===== src/rtl/sup_pkg.sv =====
package sup_pkg;

    typedef enum logic [1:0] {
        WD_OFF   = 2'b00,
        WD_LONG  = 2'b01,
        WD_MID   = 2'b10,
        WD_SHORT = 2'b11
    } wd_code_e;

    function automatic int max3(input int a, input int b, input int c);
        int m;
        m = (a > b) ? a : b;
        return (m > c) ? m : c;
    endfunction

endpackage


===== src/rtl/sup_kick_filter.sv =====
module sup_kick_filter #(
    parameter int KICK_MIN_CYC = 100
) (
    input  logic clk,
    input  logic rst_n,
    input  logic cs_wdi,
    output logic kick
);
    localparam int LW = $clog2(KICK_MIN_CYC + 1);
    localparam logic [LW-1:0] LOW_LAST = LW'(KICK_MIN_CYC - 1);
    localparam logic [LW-1:0] LOW_SAT  = LW'(KICK_MIN_CYC);

    typedef struct packed {
        logic          s1;
        logic          s2;
        logic [LW-1:0] low;
    } filt_t;

    filt_t d, q;

    always_comb begin
        d    = q;
        d.s1 = cs_wdi;
        d.s2 = q.s1;
        if (q.s2)
            d.low = '0;
        else if (q.low != LOW_SAT)
            d.low = q.low + 1'b1;
        kick = !q.s2 && (q.low == LOW_LAST);
    end

    always_ff @(posedge clk or negedge rst_n) begin
        if (!rst_n) begin
            q.s1  <= 1'b1;
            q.s2  <= 1'b1;
            q.low <= '0;
        end else begin
            q <= d;
        end
    end

    // one qualified kick per low interval
    a_r6_single_kick: assert property (@(posedge clk) disable iff (!rst_n)
        kick |=> !kick);

    // a kick is only ever seen while the synchronised pin is low
    a_r6_kick_on_low: assert property (@(posedge clk) disable iff (!rst_n)
        kick |-> !q.s2);

endmodule


===== src/rtl/sup_wdog.sv =====
module sup_wdog
    import sup_pkg::*;
#(
    parameter int WD_SHORT_TICKS = 200,
    parameter int WD_MID_TICKS   = 600,
    parameter int WD_LONG_TICKS  = 1400
) (
    input  logic       clk,
    input  logic       rst_n,
    input  logic       tick,
    input  logic       hold_rst,
    input  logic [1:0] wd_sel,
    input  logic       kick,
    output logic       timeout
);
    localparam int CW = $clog2(max3(WD_SHORT_TICKS, WD_MID_TICKS, WD_LONG_TICKS) + 1);

    typedef struct packed {
        logic [CW-1:0] cnt;
        logic [1:0]    sel;
    } wd_t;

    wd_t d, q;
    logic [CW-1:0] last_m1;
    logic          enabled;
    logic          restart;

    always_comb begin
        case (wd_code_e'(wd_sel))
            WD_MID:  last_m1 = CW'(WD_MID_TICKS - 1);
            WD_LONG: last_m1 = CW'(WD_LONG_TICKS - 1);
            default: last_m1 = CW'(WD_SHORT_TICKS - 1);
        endcase
        enabled = (wd_sel != WD_OFF);
        restart = hold_rst || kick || (wd_sel != q.sel) || !enabled;
        timeout = !restart && tick && (q.cnt == last_m1);

        d     = q;
        d.sel = wd_sel;
        if (restart || timeout)
            d.cnt = '0;
        else if (tick)
            d.cnt = q.cnt + 1'b1;
    end

    always_ff @(posedge clk or negedge rst_n) begin
        if (!rst_n) begin
            q.cnt <= '0;
            q.sel <= WD_SHORT;
        end else begin
            q <= d;
        end
    end

    // count is cleared while system reset is held
    a_r9_clear_in_reset: assert property (@(posedge clk) disable iff (!rst_n)
        hold_rst |=> (q.cnt == '0));

    // the off code never produces a timeout
    a_r5_off_silent: assert property (@(posedge clk) disable iff (!rst_n)
        (wd_sel == WD_OFF) |-> !timeout);

    // a changed code restarts the count
    a_r10_code_restart: assert property (@(posedge clk) disable iff (!rst_n)
        (wd_sel != q.sel) |=> (q.cnt == '0));

    // without a tick the count never advances
    a_r11_no_tick_hold: assert property (@(posedge clk) disable iff (!rst_n)
        !tick |=> (q.cnt == '0) || $stable(q.cnt));

endmodule


===== src/rtl/sup_rst_hold.sv =====
module sup_rst_hold #(
    parameter int HOLD_TICKS = 200
) (
    input  logic clk,
    input  logic rst_n,
    input  logic tick,
    input  logic supply_ok,
    input  logic wd_trip,
    output logic rst_active
);
    localparam int HW = $clog2(HOLD_TICKS + 1);
    localparam logic [HW-1:0] HOLD_LAST = HW'(HOLD_TICKS - 1);

    typedef struct packed {
        logic          active;
        logic [HW-1:0] cnt;
    } hold_t;

    hold_t d, q;

    always_comb begin
        d = q;
        if (!supply_ok || wd_trip) begin
            d.active = 1'b1;
            d.cnt    = '0;
        end else if (q.active && tick) begin
            if (q.cnt == HOLD_LAST) begin
                d.active = 1'b0;
                d.cnt    = '0;
            end else begin
                d.cnt = q.cnt + 1'b1;
            end
        end
        rst_active = q.active;
    end

    always_ff @(posedge clk or negedge rst_n) begin
        if (!rst_n) begin
            q.active <= 1'b1;
            q.cnt    <= '0;
        end else begin
            q <= d;
        end
    end

    // a bad supply forces reset on the next edge
    a_r2_supply_low: assert property (@(posedge clk) disable iff (!rst_n)
        !supply_ok |=> q.active);

    // release only follows a good-supply edge
    a_r1_release_good: assert property (@(posedge clk) disable iff (!rst_n)
        $fell(q.active) |-> $past(supply_ok));

    // watchdog trip asserts reset on the next edge
    a_r7_trip_asserts: assert property (@(posedge clk) disable iff (!rst_n)
        wd_trip |=> q.active);

endmodule


===== src/rtl/sup_reset_ctrl.sv =====
module sup_reset_ctrl #(
    parameter int HOLD_TICKS     = 200,
    parameter int WD_SHORT_TICKS = 200,
    parameter int WD_MID_TICKS   = 600,
    parameter int WD_LONG_TICKS  = 1400,
    parameter int KICK_MIN_CYC   = 100,
    parameter bit ACTIVE_LOW     = 1'b1
) (
    input  logic       clk,
    input  logic       rst_n,
    input  logic       tick,
    input  logic       supply_ok,
    input  logic       cs_wdi,
    input  logic [1:0] wd_sel,
    output logic       sys_rst
);
    logic kick;
    logic timeout;
    logic rst_active;

    sup_kick_filter #(.KICK_MIN_CYC(KICK_MIN_CYC)) u_filt (
        .clk    (clk),
        .rst_n  (rst_n),
        .cs_wdi (cs_wdi),
        .kick   (kick)
    );

    sup_wdog #(
        .WD_SHORT_TICKS (WD_SHORT_TICKS),
        .WD_MID_TICKS   (WD_MID_TICKS),
        .WD_LONG_TICKS  (WD_LONG_TICKS)
    ) u_wdog (
        .clk      (clk),
        .rst_n    (rst_n),
        .tick     (tick),
        .hold_rst (rst_active),
        .wd_sel   (wd_sel),
        .kick     (kick),
        .timeout  (timeout)
    );

    sup_rst_hold #(.HOLD_TICKS(HOLD_TICKS)) u_hold (
        .clk        (clk),
        .rst_n      (rst_n),
        .tick       (tick),
        .supply_ok  (supply_ok),
        .wd_trip    (timeout),
        .rst_active (rst_active)
    );

    generate
        if (ACTIVE_LOW) begin : g_low
            assign sys_rst = ~rst_active;
        end else begin : g_high
            assign sys_rst = rst_active;
        end
    endgenerate

endmodule


===== config.mk =====
export PLATFORM = sky130hd
export DESIGN_NAME = sup_reset_ctrl
export DESIGN_NICKNAME = d
export VERILOG_FILES = /design/src/rtl/sup_pkg.sv /design/src/rtl/sup_kick_filter.sv /design/src/rtl/sup_wdog.sv /design/src/rtl/sup_rst_hold.sv /design/src/rtl/sup_reset_ctrl.sv
export SDC_FILE = /design/constraint.sdc
export NUM_CORES = 1
export LEC_CHECK = 0
export ABC_CLOCK_PERIOD_IN_PS = 1980
export BUFFER_PORTS_ARGS = -buffer_cell sky130_fd_sc_hd__buf_4
export CORE_UTILIZATION = 30
export CTS_CLUSTER_SIZE = 40
export DETAILED_ROUTE_END_ITERATION = 6
export PLACE_DENSITY = 0.53
export SKIP_CTS_REPAIR_TIMING = 1
export SLEW_MARGIN = 10
export SYNTH_ARGS = -nofsm -noshare
export SYNTH_HDL_FRONTEND = slang
export SYNTH_SLANG_ARGS = --single-unit

===== constraint.sdc =====
create_clock -name clk -period 1.98 [get_ports clk]
set_clock_uncertainty 0.1 [all_clocks]
set_input_delay 0.198 -clock clk [delete_from_list [all_inputs] [get_ports clk]]
set_output_delay 0.198 -clock clk [all_outputs]
set_load 0.01 [all_outputs]

==> flow_metrics.tcl <==
set metrics [dict create \
    status "completed" \
    max_freq_mhz 583 \
    p_leak_nw 0.800 \
    peakVddDrop_mv 0.453 \
    synthDistinctLibCells 36 \
    cts_max_path_buffers 2 \
    antenna_left 0 \
    insertion_delay_ns 0.29 \
    dp.cells 238 \
    wl_per_cell_microns 11.6 \
    antenna_cells 0 \
    path_clk_slew_ns 0.07 \
    syn-cell-area_sq_um 1610 \
    yosysTopAreaCell "dfrtp_1" \
    initial_core_util_pct 31.3 \
    area.growth.synth_to_final_pct 16.9 \
    cts_buffers 5 \
    maxSlewViolCount 0 \
    layout_commonest_cell "nor2_1" \
    drc 0 \
    core_sq_um 5140 \
    die_w_microns 75.2 \
    min_path_type "in -> reg" \
    layout_common_cells "nor2_1 (33), dfrtp_1 (26), nand2_1 (13), xnor2_1 (12), buf_4 (11)" \
    syn_inst 161 \
    crit_path_end_kind "flip-flop" \
    synthesis.nets 175 \
    grt_setup_unrepaired "no" \
    fp-row-count 26 \
    nNetsFinal 193 \
    cts_max_level 2 \
    worstMarginPinSlew_ns 0.399 \
    drive_above_1_share_pct 15.0 \
    period_needed_ns 1.72 \
    via_per_inst 4.60 \
    grt_pass1_vias 1099 \
    die_area_sq_um 5650 \
    synthTopCellsByArea "dfrtp_1 (40%), dfstp_2 (8.2%), nor2_1 (7.7%)" \
    drtPass1Iterations 4 \
    critPathKind "reg -> reg" \
    critPathMaxFanout 9 \
    ys_seq_area_share_pct 48.7 \
    fillers 535 \
    avgSynthCellArea_sq_um 9.98 \
    drt-initial-drc-count 86 \
    grt_max_degree 32 \
    gr-total-overflow 0 \
    ys_warn_count 0 \
    cts_tree "built" \
    dp_hpwl_mm 2.00 \
    port_buffers 7 \
    place_congestion 0.729 \
    finalSetupTns_ns 0 \
    grt_pass1_wl_mm 5.08 \
    grt_use_total_pct 12.6 \
    max_slew_margin_pct 73.4 \
    ys_ff_latch 31 \
    via_count 1150 \
    synth.top_cell.area_share_pct 40.5 \
    antenna_found_initial 0 \
    fin_crit_sh_pct 86.7 \
    finalNonFillerCells 250 \
    hold_violations 0 \
    totalWireLength_mm 2.89 \
    clock-sinks 31 \
    timing.critical_path.from_type "flip-flop" \
    io_pins 8 \
    cp_data_arrival_time_ns 1.78 \
    cp.required_ns 2.05 \
    power_density_nw_per_um2 654 \
    setup_viol 0 \
    die_h_microns 75.2 \
    cts_root_buf "clkbuf_8" \
    cap_violations 0 \
]
final timing paths:
path / startpoint / to / slack (ns) / depth (start not counted)
min reg2reg: u_filt.d[7] / u_filt.q[7] / 0.26 / 0
min: supply_ok / u_hold.q[5] / 0.14 / 3
min in group asynchronous: rst_n / u_filt.q[5] / 0.27 / 2
max in group asynchronous: rst_n / u_wdog.q[0] / 1.18 / 2
max reg2reg: u_wdog.q[7] / u_hold.q[3] / 0.26 / 5
max: u_wdog.q[7] / u_hold.q[3] / 0.26 / 5
final cells by class:
type,instances,area [sq um],area share (%)
clock buffer,7,76.3,4.06
clock inverter,1,5.00,0.266
inverter,6,22.5,1.20
multi-input combinational,120,782,41.6
sequential,31,782,41.6
tap,70,87.6,4.66
timing repair buffer,15,123,6.53
logic make-up after synthesis:
kind of cell,share of synthesized area (%)
AOI/OAI and AO/OA,6.93
xor gates and xnor gates,11.4
adders and majority gates,5.45
buffers and inverters,2.65
DFF,48.7
muxes,1.25
and+or+nand+nor,23.6
routing by layer:
layer  up-vias  part of all wire, %  GRT usage [%]
li1        574                    -              -
met1       546                   47           15.5
met2        22                   45           18.6
met3         8                  4.6           3.88
met4         0                  3.2           9.26
met5         -                    0              0
synthesized netlist by cell type, drive strengths merged:
cell     instances
a2111oi          1
a211oi           1
a21o             1
a21oi            3
a2bb2oi          1
a311oi           1
a41oi            1
and2             2
and3             6
and4bb           1
buf              3
clkbuf           1
dfrtp           26
dfstp            5
ha               7
inv              6
mux2i            2
nand2           13
nand2b           3
nand3            5
nand4            6
nor2            33
nor3             3
nor3b            1
nor4b            1
o21ai            2
o22ai            1
or2              1
or3              2
or4              1
xnor2           12
xor2             9
per-stage QoR:
step           cell area, sq um  utilization [%]  power [mW]  hold WS [ns]  setup WS, ns
5_1_grt                    1880             36.5        1.28         0.145         0.186
2_1_floorplan              1610                -       0.715        -0.198         0.319
3_5_place_dp               1760             34.2       0.750        0.0632        0.0431
6_report                   1880             36.5        1.23         0.143         0.264
3_3_place_gp               1760             34.2       0.750        0.0603        0.0872
4_1_cts                    1840             35.8        1.24        -0.253         0.254
critical path, cell delays in order, from the launching register on:
cell,delay [ns]
dfrtp_1,0.37
or4_1,0.49
nand2_1,0.08
nand4_1,0.16
o21ai_4,0.31
nor2_1,0.09
sequential cells by signal (all words and copies together), names as in the netlist:
register,count
u_filt.d,1
u_filt.q,8
u_hold.rst_active,1
u_wdog.q,13
u_hold.q,8
where the power goes:
| part | leakage [nW] | internal [mW] | switching, mW |
|---|---|---|---|
| sequential | 0.412 | 0.649 | 0.0105 |
| combinational | 0.346 | 0.0353 | 0.0485 |
| clock | 0.0422 | 0.246 | 0.238 |
No activity file was read; power rests on OpenSTA's default activity.
